### config.mk
export PLATFORM = sky130hd
export DESIGN_NAME = tr_load_unit
export DESIGN_NICKNAME = d
export VERILOG_FILES = /design/src/rtl/tr_load_pkg.sv /design/src/rtl/tr_desc_check.sv /design/src/rtl/tr_io_window.sv /design/src/rtl/tr_load_unit.sv
export SDC_FILE = /design/constraint.sdc
export NUM_CORES = 1
export LEC_CHECK = 0
export ABC_AREA = 1
export BUFFER_PORTS_ARGS = -buffer_cell sky130_fd_sc_hd__buf_2
export CORE_ASPECT_RATIO = 1.75
export CORE_MARGIN = 2
export CORE_UTILIZATION = 25
export DETAILED_ROUTE_END_ITERATION = 7
export HOLD_SLACK_MARGIN = 0.15
export REMOVE_ABC_BUFFERS = 1
export SETUP_SLACK_MARGIN = 0.2
export SYNTH_ARGS = -nofsm -noshare
export SYNTH_HDL_FRONTEND = slang
export SYNTH_SLANG_ARGS = --single-unit
### constraint.sdc
create_clock -name clk -period 1.9 [get_ports clk]
set_input_delay 0.19 -clock clk [delete_from_list [all_inputs] [get_ports clk]]
set_output_delay 0.19 -clock clk [all_outputs]
set_load 0.05 [all_outputs]
### src/rtl/tr_load_pkg.sv
package tr_load_pkg;
   localparam logic [3:0] T16_AVAIL = 4'h1;
   localparam logic [3:0] T32_AVAIL = 4'h9;
   localparam logic [3:0] BUSY_IND  = 4'h2;
   localparam logic [3:0] T32_BUSY  = T32_AVAIL | BUSY_IND;

   typedef enum logic [1:0] {
      FC_NONE = 2'd0,
      FC_GP   = 2'd1,
      FC_TS   = 2'd2,
      FC_NP   = 2'd3
   } fault_code_e;

   typedef enum logic [2:0] {
      ST_IDLE,
      ST_CHK,
      ST_IORD,
      ST_DRD,
      ST_DWR
   } tr_state_e;
endpackage

### src/rtl/tr_desc_check.sv
module tr_desc_check
   import tr_load_pkg::*;
#(
   parameter int LIMW     = 32,
   parameter int MIN16    = 43,
   parameter int MIN32    = 103
) (
   input  logic [3:0]      type_i,
   input  logic [LIMW-1:0] limit_i,
   input  logic            present_i,
   input  logic            sys_i,
   input  logic            local_i,
   output fault_code_e     code_o,
   output logic            is32_o
);
   localparam logic [LIMW-1:0] LIM16 = LIMW'(MIN16);
   localparam logic [LIMW-1:0] LIM32 = LIMW'(MIN32);

   logic kind_ok, short_seg;

   always_comb begin
      is32_o    = (type_i == T32_AVAIL);
      kind_ok   = sys_i && !local_i && (type_i == T16_AVAIL || type_i == T32_AVAIL);
      short_seg = is32_o ? (limit_i < LIM32) : (limit_i < LIM16);
      if (!kind_ok)
         code_o = FC_GP;
      else if (short_seg)
         code_o = FC_TS;
      else if (!present_i)
         code_o = FC_NP;
      else
         code_o = FC_NONE;
   end
endmodule

### src/rtl/tr_io_window.sv
module tr_io_window
   import tr_load_pkg::*;
#(
   parameter int AW   = 32,
   parameter int LIMW = 32,
   parameter int IOW  = 16
) (
   input  logic            is32_i,
   input  logic [AW-1:0]   base_i,
   input  logic [LIMW-1:0] limit_i,
   input  logic [IOW-1:0]  iobase_i,
   output logic            open_o,
   output logic [IOW-1:0]  len_o,
   output logic [AW-1:0]   addr_o
);
   logic [LIMW-1:0] iob_ext;
   logic [LIMW-1:0] diff;

   always_comb begin
      iob_ext = LIMW'(iobase_i);
      diff    = limit_i - iob_ext;
      open_o  = is32_i && (iob_ext < limit_i);
      len_o   = open_o ? diff[IOW-1:0] : '0;
      addr_o  = base_i + AW'(iobase_i);
   end
endmodule

### src/rtl/tr_load_unit.sv
module tr_load_unit
   import tr_load_pkg::*;
#(
   parameter int AW        = 32,
   parameter int DW        = 32,
   parameter int LIMW      = 32,
   parameter int SELW      = 16,
   parameter int IOW       = 16,
   parameter int BUSY_BIT  = 9,
   parameter int MIN16     = 43,
   parameter int MIN32     = 103,
   parameter int IOMAP_OFS = 102
) (
   input  logic             clk,
   input  logic             rst_n,
   input  logic             start_i,
   input  logic [SELW-1:0]  sel_i,
   input  logic [3:0]       desc_type_i,
   input  logic [AW-1:0]    desc_base_i,
   input  logic [LIMW-1:0]  desc_limit_i,
   input  logic             desc_present_i,
   input  logic             desc_sys_i,
   input  logic [AW-1:0]    tbl_base_i,
   output logic             mem_req_o,
   output logic             mem_we_o,
   output logic [AW-1:0]    mem_addr_o,
   output logic [DW-1:0]    mem_wdata_o,
   input  logic [DW-1:0]    mem_rdata_i,
   input  logic             mem_ready_i,
   output logic             busy_o,
   output logic             done_o,
   output logic             fault_o,
   output logic [1:0]       fault_code_o,
   output logic [SELW-4:0]  fault_idx_o,
   output logic             err_o,
   output logic [SELW-1:0]  tr_sel_o,
   output logic [3:0]       tr_type_o,
   output logic [AW-1:0]    tr_base_o,
   output logic [LIMW-1:0]  tr_limit_o,
   output logic [IOW-1:0]   io_limit_o,
   output logic [AW-1:0]    io_addr_o
);
   localparam int          HI_OFS    = 4;
   localparam logic [AW-1:0] IODW_OFS = AW'(IOMAP_OFS & ~3);
   localparam int          IO_LANE   = (IOMAP_OFS % 4) / 2;
   localparam logic [DW-1:0] BUSY_MSK = DW'(1) << BUSY_BIT;

   if (DW != 32) begin : g_bad_dw
      $error("tr_load_unit: DW must be 32");
   end
   if (BUSY_BIT >= DW) begin : g_bad_busy
      $error("tr_load_unit: BUSY_BIT out of range");
   end
   if (IOW != 16 || (IOMAP_OFS % 2) != 0) begin : g_bad_io
      $error("tr_load_unit: I/O base must be an aligned 16-bit field");
   end

   tr_state_e         st;
   logic [SELW-1:0]   l_sel;
   logic [3:0]        l_type;
   logic [AW-1:0]     l_base;
   logic [LIMW-1:0]   l_limit;
   logic              l_present, l_sys;
   logic [IOW-1:0]    iob_q;
   logic [DW-1:0]     hi_q;
   logic [AW-1:0]     desc_hi_addr;

   fault_code_e       chk_code;
   logic              chk_is32;
   logic [IOW-1:0]    io_half;
   logic              win_open;
   logic [IOW-1:0]    win_len;
   logic [AW-1:0]     win_addr;

   tr_desc_check #(.LIMW(LIMW), .MIN16(MIN16), .MIN32(MIN32)) u_check (
      .type_i    (l_type),
      .limit_i   (l_limit),
      .present_i (l_present),
      .sys_i     (l_sys),
      .local_i   (l_sel[2]),
      .code_o    (chk_code),
      .is32_o    (chk_is32)
   );

   tr_io_window #(.AW(AW), .LIMW(LIMW), .IOW(IOW)) u_win (
      .is32_i   ((l_type | BUSY_IND) == T32_BUSY),
      .base_i   (l_base),
      .limit_i  (l_limit),
      .iobase_i (iob_q),
      .open_o   (win_open),
      .len_o    (win_len),
      .addr_o   (win_addr)
   );

   if (IO_LANE == 1) begin : g_io_hi
      assign io_half = mem_rdata_i[DW-1 -: IOW];
   end else begin : g_io_lo
      assign io_half = mem_rdata_i[IOW-1:0];
   end

   always_comb begin
      desc_hi_addr = tbl_base_i + AW'({l_sel[SELW-1:3], 3'b000}) + AW'(HI_OFS);
      mem_req_o    = (st == ST_IORD) || (st == ST_DRD) || (st == ST_DWR);
      mem_we_o     = (st == ST_DWR);
      mem_wdata_o  = hi_q;
      unique case (st)
         ST_IORD: mem_addr_o = l_base + IODW_OFS;
         ST_DRD,
         ST_DWR:  mem_addr_o = desc_hi_addr;
         default: mem_addr_o = '0;
      endcase
      busy_o = (st != ST_IDLE);
   end

   always_ff @(posedge clk or negedge rst_n) begin
      if (!rst_n) begin
         st           <= ST_IDLE;
         l_sel        <= '0;
         l_type       <= '0;
         l_base       <= '0;
         l_limit      <= '0;
         l_present    <= 1'b0;
         l_sys        <= 1'b0;
         iob_q        <= '0;
         hi_q         <= '0;
         done_o       <= 1'b0;
         fault_o      <= 1'b0;
         err_o        <= 1'b0;
         fault_code_o <= '0;
         fault_idx_o  <= '0;
         tr_sel_o     <= '0;
         tr_type_o    <= '0;
         tr_base_o    <= '0;
         tr_limit_o   <= '0;
         io_limit_o   <= '0;
         io_addr_o    <= '0;
      end else begin
         done_o  <= 1'b0;
         fault_o <= 1'b0;
         err_o   <= 1'b0;
         unique case (st)
            ST_IDLE: begin
               if (start_i) begin
                  l_sel     <= sel_i;
                  l_type    <= desc_type_i;
                  l_base    <= desc_base_i;
                  l_limit   <= desc_limit_i;
                  l_present <= desc_present_i;
                  l_sys     <= desc_sys_i;
                  st        <= ST_CHK;
               end
            end
            ST_CHK: begin
               if (chk_code != FC_NONE) begin
                  fault_o      <= 1'b1;
                  fault_code_o <= chk_code;
                  fault_idx_o  <= l_sel[SELW-1:3];
                  st           <= ST_IDLE;
               end else if (chk_is32) begin
                  st <= ST_IORD;
               end else begin
                  iob_q <= '0;
                  st    <= ST_DRD;
               end
            end
            ST_IORD: begin
               if (mem_ready_i) begin
                  iob_q <= io_half;
                  st    <= ST_DRD;
               end
            end
            ST_DRD: begin
               if (mem_ready_i) begin
                  if (mem_rdata_i[BUSY_BIT]) begin
                     err_o <= 1'b1;
                     st    <= ST_IDLE;
                  end else begin
                     hi_q <= mem_rdata_i | BUSY_MSK;
                     st   <= ST_DWR;
                  end
               end
            end
            ST_DWR: begin
               if (mem_ready_i) begin
                  tr_sel_o   <= l_sel;
                  tr_type_o  <= l_type | BUSY_IND;
                  tr_base_o  <= l_base;
                  tr_limit_o <= l_limit;
                  io_limit_o <= win_len;
                  if (win_open)
                     io_addr_o <= win_addr;
                  done_o <= 1'b1;
                  st     <= ST_IDLE;
               end
            end
            default: st <= ST_IDLE;
         endcase
      end
   end


   req_hold_chk: assert property (@(posedge clk) disable iff (!rst_n)
      (mem_req_o && !mem_ready_i) |=> (mem_req_o && $stable(mem_addr_o) && $stable(mem_we_o) && $stable(mem_wdata_o)));


   wr_busy_chk: assert property (@(posedge clk) disable iff (!rst_n)
      (mem_req_o && mem_we_o) |-> mem_wdata_o[BUSY_BIT]);


   done_after_write_chk: assert property (@(posedge clk) disable iff (!rst_n)
      done_o |-> $past(mem_req_o && mem_we_o && mem_ready_i));


   fault_keep_chk: assert property (@(posedge clk) disable iff (!rst_n)
      fault_o |-> ($stable(tr_sel_o) && $stable(tr_type_o) && !done_o && !$past(mem_req_o)));


   io_type_chk: assert property (@(posedge clk) disable iff (!rst_n)
      (io_limit_o != '0) |-> (tr_type_o == T32_BUSY));


   one_result_chk: assert property (@(posedge clk) disable iff (!rst_n)
      $countones({done_o, fault_o, err_o}) <= 1);
endmodule

; ---- Word-level counts from Yosys, hierarchy flattened
; Cells that the tools add are included.
[word_totals]
ff_bits = 287
inputBits = 154
elab_cells = 86
[classes]
addsub = 5
order_cmp = 3
eq_ne = 13
mux = 25
bitwise = 1
n_reduce_logical = 19
[op_table]
columns = cell, n
row1 = $add 32x16->32, 2
row2 = $mux 16, 4
row3 = $pmux 32 s2, 1
row4 = $add 32x3->32 const B, 1
row5 = $add 32x7->32 const B, 1
row6 = $lt 16x32->1, 1
row7 = $lt 32x6->1 const B, 1
row8 = $lt 32x7->1 const B, 1
row9 = $pmux 16 s2, 1
row10 = $sub 16x16->16, 1
row11 = $mux 3, 5
row12 = $pmux 3 s5, 1
row13 = $ne 2x2->1 const B, 5
row14 = $mux 1, 9
row15 = $mux 2, 4
row16 = $reduce_and 4->1, 2
row17 = $eq 3x2->1 const B, 2
row18 = $eq 3x3->1 const B, 2
row19 = $reduce_and 2->1, 3
row20 = $reduce_and 3->1, 2
row21 = $eq 4x1->1 const B, 1
row22 = $eq 4x4->1 const B, 1
row23 = $reduce_bool 2->1, 2
row24 = $eq 3x1->1 const B, 1
row25 = 8 further kinds, 12

; ---- Logic depth before layout (Yosys ltp)
; Gate-level depths: netlist of the first run.
[logic_depth]
word_depth = 7
ltp_mapped = 17

; ---- Hierarchy
; Synthesis of the first run repeated with hierarchy kept, for this count alone.
[hier_totals]
hier_cells = 2116
hier_area_um2 = 16344.4
[by_module_without_submodules]
columns = module, instances, cells_per_inst, area_per_inst_um2, seq_area_each_um2
row1 = tr_load_unit, 1, 1472, 13116.3, 7181.9
row2 = tr_io_window, 1, 596, 3020.4, 0.0
row3 = tr_desc_check, 1, 48, 207.7, 0.0

; ---- Least setup slack after synthesis of the first run
; OpenSTA, ideal clock, no wires.
[synth_path]
kind = register to output
from = register l_sel[4]
to = output mem_addr_o[17]
arrival_ns = 2.622
required_ns = 1.710
setup_slack_ns = -0.912
path_stages_with_launch = 11
n_path_buf = 0
path_cell_list = dfrtp_1 -> ha_1 -> or2_2 -> and2_1 -> nand2_1 -> nand2_1 -> nand2_1 -> nand2_1 -> nand2_1 -> nand2_1 -> o21ai_0
[synth_via]
elab_chain_cells = 3
[synth_lines]
columns = item, line_no
row1 = from (decl), tr_load_unit.sv:59  ; logic [SELW-1:0] l_sel;
row2 = from (signal assigned), tr_load_unit.sv:144  ; l_sel <= sel_i;
row3 = $add 32x16->32, tr_load_unit.sv:102  ; desc_hi_addr = tbl_base_i + AW'({l_sel[SELW-1:3], 3'b000}) + AW'(HI_OFS);
row4 = $add 32x3->32, tr_load_unit.sv:102
row5 = $pmux 32 s2, tr_load_unit.sv:106  ; unique case (st)
row6 = to (decl), tr_load_unit.sv:26  ; output logic [AW-1:0] mem_addr_o,
; Every way passes these cells.

; ---- Worst setup path after layout of the first run
[layout_path]
from = register l_sel[4]
to = output mem_addr_o[15]
; The elaborated chain is that of the path after synthesis.

==> out/results.tsv, run 1 <==
metric	value	unit
postLayoutCoreUtil	45.2	%
max_freq	367	MHz
wire_per_inst	19.4	µm
p_leak	14.7	nW
drtIter0Drc	762	
status	finished, violations left	
cap_violations	0	
initial_utilization	25.1	%
via_per_inst	4.70	
num_vias	18400	
crit_path_max_fanout	3	
syn_inst	2166	
drtAntennaViolNets	0	
critPathLaunchType	flop	
grt_max_degree	98	
yosysTopAreaCell	dfrtp_1	
drv_slew	0	
die_area	66400	µm²
grt_usage	20.8	%
cp-end-kind	primary output	
fin_skew	0.0277	ns
antenna_found_initial	6	
slew_headroom	63.1	%
synth_cell_types	45	
worstMarginPinSlew	0.553	ns
dpl.hpwl	51100	µm
place_area	21800	µm²
clkTransAtPathRegs	0.07	ns
htreeDepth	1	
grt_pass1_vias	18500	
cts.sinks	287	
drive_above_1_share	47.4	%
hp-class	input port to flop	
synth_seq_cells	287	
io_pins	371	
synthTopCellsByCount	nand2_1 (657), dfrtp_1 (287), inv_1 (257)	
worstPathArrival	2.54	ns
yosysMostFrequentCell	nand2_1	
fin_nets	3291	
finalHoldViolCount	0	
remaining_drc_errors	0	
synth_area	16100	µm²
setup_viol	115	
first_pass_iters	5	
synth.area.top_cells	dfrtp_1 (45%), nand2_1 (15%), inv_1 (6.0%)	
gp_congestion	0.878	
worst_slack	-0.826	ns
ys.warnings.count	0	
yosysSeqAreaShare	44.7	%
fin_area	28900	µm²
ir_worst_vdd	0.00112	V
wirelength	75700	µm
avgSynthCellArea	7.42	µm²
synth_ff_type	dfrtp_1	
rows	123	
clock-root-buffer	clkbuf_16	
holdWs	0.331	ns
cts_buffers	30	
violations	setup timing	
die_y	339	µm
grt_pass1_wl	106000	µm
cts_max_path_buffers	3	
worstSetupPathType	flop to primary output	
dieWidth	196	µm
synth_edf_count	0	
netlist.area_leader.share	44.7	%
async_reset_ff_share	100	%
clkLatencyLatePin	0.62	ns
period_needed	2.73	ns
period_share	143	%
grt_overflow_total	0	
p_per_area	1230	nW/µm²
syn_to_final_growth	80.0	%
cts_tree	done	
rsz0062_at_grt	true	
required	1.71	ns
port_buffers	370	
design.core.area	64000	µm²
area by class of cell:
| type | count | area (µm²) |
|---|---|---|
| Sequential cell | 287 | 7200 |
| Tap cell | 812 | 1020 |
| Inverter | 264 | 1050 |
| Fill cell | 6182 | 35100 |
| Multi-Input combinational cell | 1551 | 10500 |
| Clock inverter | 17 | 209 |
| Clock buffer | 38 | 811 |
| Antenna cell | 3 | 7.51 |
| Timing Repair inverter | 1 | 7.51 |
| Timing Repair Buffer | 938 | 8090 |
where the power goes:
| group | total (W) | switching [W] | leakage, nW | internal, W |
|---|---|---|---|---|
| Clock | 0.00629 | 0.00282 | 0.482 | 0.00346 |
| Sequential | 0.00886 | 0.00134 | 3.58 | 0.00752 |
| Combinational | 0.0203 | 0.0117 | 10.6 | 0.00858 |
| Total | 0.0355 | 0.0159 | 14.7 | 0.0196 |
sequential cells by signal (all words and copies together) (netlist names), 4 cells and up:
signal       cells
io_addr_o       32
l_sel           16
iob_q           16
tr_type_o        4
fault_idx_o     13
tr_sel_o        16
tr_limit_o      32
io_limit_o      16
tr_base_o       32
mem_wdata_o     32
l_limit         32
l_base          32
l_type           4
worst paths after layout:
kind | depth (start not counted) | start | slack (ns) | to
min in group asynchronous | 3 | rst_n | 0.64 | l_base[28]
worst min-delay path | 3 | mem_rdata_i[2] | 0.33 | mem_wdata_o[2]
max in group asynchronous | 4 | rst_n | 0.50 | l_limit[27]
worst max-delay path | 11 | l_sel[4] | -0.83 | mem_addr_o[15]
worst min register to register | 2 | mem_wdata_o[9] | 0.47 | mem_wdata_o[9]
worst max register to register | 18 | iob_q[1] | -0.26 | io_addr_o[30]
timing repair:
item,4_1_cts,5_1_grt
setup endpoints to repair,116,151
gates resized for setup,537,409
buffers inserted,58,32
gates cloned,15,12
hold buffers,123,0
pin swaps,138,145
hold endpoints to repair,428,0
stage by stage:
step | setup WS (ns) | std cells | total power [W] | TNS (ns)
global placement | -0.563 | 3613 | 0.0234 | -16.35
floorplan | -2.78 | 2101 | 0.0164 | -344.05
global route | -0.938 | 3910 | 0.0374 | -44.94
finish | -0.826 | 3911 | 0.0355 | -35.46
detailed placement | -0.582 | 3613 | 0.0235 | -17.59
CTS | -0.898 | 3864 | 0.0329 | -31.37
worst max-delay path, cell delays in order, from the launching register on:
cell and delay, ns:
dfrtp_1 0.41, ha_4 0.23, or2_4 0.24, nand3b_1 0.10, nand2_2 0.09, nand2_1 0.09
nand2_2 0.07, or2_4 0.24, nand3_4 0.10, o21ai_4 0.08, buf_4 0.15, buf_12 0.14
logic make-up after synthesis:
family          Yosys count  synth area share [%]
fa+ha+maj                64                  5.12
flops                   287                  44.7
xor+xnor                 29                  1.58
buf+inv                 329                  8.19
mux                      18                  1.26
compound gates          346                  11.2
simple gates           1093                  28.0
layer usage:
layer / track usage (%) / wire, µm
met2: 38.3 / 39300
met1: 22.8 / 28500
met4: 10.8 / 4320
met3: 3.45 / 3540
met5: 0 / 55
cells in the final DEF (no fill, tap or decap), types with 16 or more instances in the layout:
cell type	count
o21ai_0	90
clkbuf_16	40
buf_12	60
o21ai_1	31
inv_2	27
a21oi_2	21
nor2_2	27
nand3_1	72
ha_4	36
nor2_1	171
nand4_1	24
inv_1	227
nand3_4	16
a21oi_1	113
nand2_1	427
nand2_2	144
ha_1	19
buf_2	334
nand3_2	54
dfrtp_1	272
dlygate4sd3_1	123
o21ai_2	57
nor2_4	19
buf_6	64
nand2_4	87
buf_4	322
No activity file was read; power rests on OpenSTA's default activity.
==> inputs of run 2 (changes only) <==
- CORE_ASPECT_RATIO: 1.75 -> 1.1
==> out/results.tsv, run 2 (synthesis gave the netlist of run 1 again) <==
metric	value	unit	change
status	finished, violations left		
violations	setup timing		
worstMarginPinSlew	0.441	ns	-0.112 ns
worstSetupPathType	flop to primary output		
cts_buffers	35		+17%
fin_skew	0.0179	ns	-0.00981 ns
fill_cells	6120		-1.0%
place_area	21800	µm²	+0.32%
p_leak	14.8	nW	+0.26%
drive_above_1_share	45.0	%	-2.4 points
final_common_cell	nand2_1		
rows	97		-21%
max_freq	378	MHz	+3.2%
power.total	0.0357	W	+0.59%
clkLatencyLatePin	0.56	ns	-0.06 ns
setup_viol	103		-10%
syn_to_final_growth	79.9	%	about the same
ff2ff_path_depth	15		-3
postLayoutCoreUtil	45.5	%	+0.27 points
wirelength	79600	µm	+5.1%
dieWidth	246	µm	+26%
min_from	mem_rdata_i[15]		
via_per_inst	4.66		-0.91%
crit_path_max_fanout	6		+3
worstPathCellList	ha_4 > nand2_2 > buf_4 > nor2_4 > nand2_4 > nand2_4 > nand2_4 > nand2_4 > nand2_2 > nand2_2 > o21ai_2 > buf_4 > buf_12		
sw_frac_of_total	44.0	%	-0.86 points
drtIter0Drc	1133		+49%
p_per_area	1230	nW/µm²	+0.65%
max_stage_delay	0.41	ns	about the same
power_frac_comb	55.5	%	-1.8 points
cts_max_path_buffers	3		unchanged
antenna_found_initial	5		-1
io_pins	371		unchanged
cpMaxStageDelayCell	dfrtp_1		
required	1.71	ns	about the same
grt_pass1_vias	18100		-2.3%
die_y	270	µm	-20%
layout_common_cells	nand2_1 (463), buf_2 (334), buf_4 (321), dfrtp_1 (276), inv_1 (238)		
die_area	66400	µm²	-0.12%
clock-root-buffer	clkbuf_16		
rrSetupSlack	-0.29	ns	-0.03 ns
rr_startpoint	st[1]		
htreeDepth	2		+1
cap_violations	0		unchanged
r2r_end	io_addr_o[8]		
dpl.hpwl	50300	µm	-1.6%
worstPathArrival	2.45	ns	-0.09 ns
slew_headroom	70.6	%	+7.5 points
cts.sinks	287		unchanged
grt_usage	20.1	%	-0.71 points
ir_worst_vdd	0.00102	V	-9.3%
finalHoldViolCount	0		unchanged
drtAntennaViolNets	0		unchanged
grt_overflow_total	0		unchanged
p_int	0.0200	W	+2.2%
power_switching	0.0157	W	-1.3%
period_share	139	%	-4.4 points
holdPathStages	3		unchanged
port_buffers	370		unchanged
clkTransAtPathRegs	0.06	ns	about the same
wire_per_inst	20.2	µm	+4.2%
grt_max_degree	182		+86%
power_frac_clock	20.1	%	+2.4 points
gp_congestion	0.897		+2.2%
cp-end-kind	primary output		
remaining_drc_errors	0		unchanged
first_pass_iters	8		+3
hp-class	input port to flop		
rsz0062_at_grt	true		
critPathLaunchType	flop		
drv_slew	0		unchanged
worst_slack	-0.743	ns	+0.0838 ns
fin_area	28900	µm²	about the same
pwr-share-seq	24.5	%	-0.5 points
num_vias	18400		+0.027%
fin_nets	3294		+0.091%
worstHoldEndpoint	mem_wdata_o[15]		
grt_pass1_wl	104000	µm	-2.4%
design.core.area	63600	µm²	-0.66%
period_needed	2.64	ns	-0.0838 ns
initial_utilization	25.3	%	+0.17 points
cpMostUsedCell	nand2_4		
cts_tree	done		
[run 2: worst max-delay path, delay by kind of cell (launching register included)]
kind / cells / cell delay, ns
AO/OA/AOI/OAI: 1 / 0.06
adder cells (fa/ha/maj): 1 / 0.32
buffers and inverters: 3 / 0.43
flip-flops: 1 / 0.41
AND/OR/NAND/NOR: 8 / 0.68
[run 2: worst max path at each step]
stage	from	cells past startpoint	slack, ns	to
2_1_floorplan	st[0]	3	-2.78	l_present
3_3_place_gp	l_sel[4]	12	-0.54	mem_addr_o[17]
3_5_place_dp	l_sel[4]	12	-0.50	mem_addr_o[17]
4_1_cts	l_sel[4]	12	-0.79	mem_addr_o[12]
5_1_grt	l_sel[8]	13	-0.84	mem_addr_o[17]
6_report	l_sel[8]	13	-0.74	mem_addr_o[17]
[run 2: power by group through the flow]
stage | Combinational, W | Sequential, W | Clock, W
after floorplan | 0.00617 | 0.0102 | 0
after global placement | 0.0148 | 0.00856 | 0
after detailed placement | 0.0149 | 0.00858 | 0
after CTS | 0.0172 | 0.00862 | 0.00730
after global routing | 0.0212 | 0.00889 | 0.00753
final | 0.0198 | 0.00873 | 0.00716
[run 2: final cells by class]
class | count | area (µm²) | share of cell area [%]
diodes | 4 | 10.0 | 0.0346
repair buffers | 937 | 8250 | 28.5
multi-input cells | 1551 | 10200 | 35.2
inverters | 264 | 1030 | 3.55
clock inverters | 18 | 255 | 0.883
flip-flops and latches | 287 | 7200 | 24.9
clock buffers | 46 | 957 | 3.31
well taps | 841 | 1050 | 3.64
[run 2: timing repair]
action,in CTS,in global routing
resized for setup,416,391
hold buffers,123,0
setup buffers,36,34
setup endpoints to repair,132,230
gates cloned,8,41
pin swaps,80,132
endpoints found under the hold margin,428,0
[run 2: per-stage QoR]
stage / hold slack, ns / setup WS (ns) / std cells / TNS, ns
after floorplan: -0.106 / -2.78 / 2101 / -344.05
after detailed placement: 0.139 / -0.495 / 3638 / -22.94
after CTS: 0.359 / -0.786 / 3869 / -36.60
after global routing: 0.389 / -0.844 / 3947 / -43.55
after global placement: 0.134 / -0.536 / 3638 / -20.86
final: 0.399 / -0.743 / 3948 / -32.67
[run 2: routing by layer]
metal | up-vias | GRT usage (%) | wire length [µm]
li1 | 8784 | - | -
met1 | 8867 | 24.9 | 33100
met2 | 615 | 35.4 | 39700
met3 | 126 | 3.68 | 4430
met4 | 0 | 5.61 | 2340
met5 | - | 0 | 0
==> inputs of run 3 (changes only) <==
- MAX_ROUTING_LAYER: default -> met4
==> out/results.tsv, run 3 (synthesis gave the netlist of run 1 again) <==
metric	value	unit	change
place_area	21800	µm²	-0.15%
worstPathArrival	2.47	ns	+0.02 ns
drv_slew	0		unchanged
clock-root-buffer	clkbuf_16		
cts_max_path_buffers	3		unchanged
final_common_cell	nand2_1		
max_stage_delay	0.41	ns	about the same
grt_pass1_vias	18100		+0.19%
status	finished, violations left		
die_y	270	µm	unchanged
worst_slack	-0.762	ns	-0.0191 ns
gp_congestion	0.892		-0.52%
initial_utilization	25.3	%	unchanged
drtIter0Drc	1048		-7.5%
cts_tree	done		
finalHoldViolCount	0		unchanged
cap_violations	0		unchanged
fill_cells	6228		+1.8%
fin_skew	0.0324	ns	+0.0145 ns
grt_max_degree	49		-73%
violations	setup timing		
worstSetupPathType	flop to primary output		
rows	97		unchanged
hp-class	input port to flop		
wire_per_inst	20.0	µm	-0.90%
dpl.hpwl	50100	µm	-0.34%
cp-end-kind	primary output		
crit_buf_inv	4		+1
htreeDepth	2		unchanged
setup_viol	165		+60%
drive_above_1_share	44.5	%	-0.45 points
num_vias	18100		-1.5%
p_leak	14.7	nW	-0.67%
worstPathCellList	ha_4 > buf_6 > nand2_4 > buf_6 > nor3_4 > nand2_4 > nand3_4 > nand2_1 > nand2_1 > o21ai_2 > buf_4 > buf_12		
cpMaxStageDelayCell	dfrtp_1		
p_per_area	1170	nW/µm²	-5.0%
drtAntennaViolNets	0		unchanged
io_pins	371		unchanged
grt_usage	22.4	%	+2.3 points
die_area	66400	µm²	unchanged
dieWidth	246	µm	unchanged
remaining_drc_errors	0		unchanged
required	1.71	ns	about the same
clkTransAtPathRegs	0.06	ns	about the same
clkLatencyLatePin	0.57	ns	about the same
layout_common_cells	nand2_1 (435), buf_2 (334), buf_4 (314), dfrtp_1 (277), inv_1 (248)		
via_per_inst	4.62		-0.92%
grt_pass1_wl	109000	µm	+5.3%
ir_worst_vdd	0.00113	V	+12%
fin_area	28500	µm²	-1.6%
worstMarginPinSlew	0.429	ns	-0.0128 ns
antenna_found_initial	2		-3
first_pass_iters	5		-3
period_needed	2.66	ns	+0.0191 ns
critPathTopFamily	simple AND/OR/NAND/NOR gates		
grt_overflow_total	0		unchanged
holdWs	0.396	ns	-0.00249 ns
syn_to_final_growth	77.1	%	
fin_nets	3278		-0.49%
wirelength	78500	µm	-1.5%
cts.sinks	287		unchanged
max_freq	376	MHz	-0.72%
rsz0062_at_grt	true		
design.core.area	63600	µm²	unchanged
crit_path_max_fanout	4		-2
period_share	140	%	+1.0 points
critPathLaunchType	flop		
port_buffers	370		unchanged
cts_buffers	34		-2.9%
slew_headroom	71.3	%	+0.68 points
==> run 3: cell count changes in the layout (fill, tap and decap cells not counted), sizes merged <==
cell / previous run / this run
clkbuf: 71 / 58
clkinv: 8 / 12
clkinvlp: 1 / 0
buf: 789 / 786
bufinv: 4 / 0
inv: 269 / 267
diode: 4 / 2
nand2: 666 / 665
==> run 3: area by class of cell <==
type | count | area, µm² | area share (%)
Multi-Input combinational cell | 1550 | 9940 | 34.9
Timing Repair Buffer | 923 | 8190 | 28.8
Sequential cell | 287 | 7190 | 25.3
Tap cell | 841 | 1050 | 3.70
Inverter | 264 | 1010 | 3.56
Clock buffer | 44 | 938 | 3.30
Clock inverter | 15 | 134 | 0.470
Antenna cell | 2 | 5.00 | 0.0176
==> run 3: per-layer routing <==
| metal | wire length (µm) | vias to the layer above | GRT usage (%) |
|---|---|---|---|
| li1 | - | 8751 | - |
| met1 | 32800 | 8731 | 27.3 |
| met2 | 38600 | 506 | 38.4 |
| met3 | 4160 | 133 | 3.65 |
| met4 | 2890 | 0 | 5.49 |
| met5 | 0 | - | - |
==> run 3: what timing repair did <==
action | CTS | global route
pin swaps | 83 | 82
setup endpoints to repair | 200 | 224
buffers inserted | 38 | 25
hold endpoints to repair | 428 | 0
cloned | 25 | 17
gates resized for setup | 417 | 428
hold buffers | 123 | 0
==> run 3: metrics by stage <==
stage	instances	total power, W	setup TNS, ns	worst slack, ns	util, %
after floorplan	2101	0.0164	-344.05	-2.78	-
after global placement	3637	0.0232	-21.60	-0.476	34.3
after detailed placement	3637	0.0233	-22.98	-0.493	34.3
after CTS	3882	0.0319	-38.94	-0.749	41.8
after global routing	3926	0.0353	-55.86	-0.862	44.8
final	3926	0.0333	-45.86	-0.762	44.8
==> run 3: path summary, 6_finish.rpt <==
| path | startpoint | endpoint | slack, ns | cells past startpoint |
|---|---|---|---|---|
| setup / recovery | l_sel[9] | mem_addr_o[16] | -0.76 | 12 |
| hold / removal | mem_rdata_i[0] | mem_wdata_o[0] | 0.40 | 3 |
| setup reg to reg | st[0] | io_addr_o[10] | -0.44 | 16 |
| hold reg to reg | tr_type_o[3] | tr_type_o[3] | 0.48 | 2 |
| max in group asynchronous | rst_n | tr_base_o[29] | 0.49 | 5 |
| min in group asynchronous | rst_n | tr_limit_o[21] | 0.67 | 3 |
==> run 3: where the power goes <==
part,internal [W],switching [W]
registers,0.00752,0.00123
logic,0.00736,0.0108
clock network,0.00355,0.00292
total,0.0184,0.0149
==> run 3: worst min-delay path: stages <==
cell and delay [ns]:
dlygate4sd3_1 0.52, buf_2 0.09, mux2_2 0.12
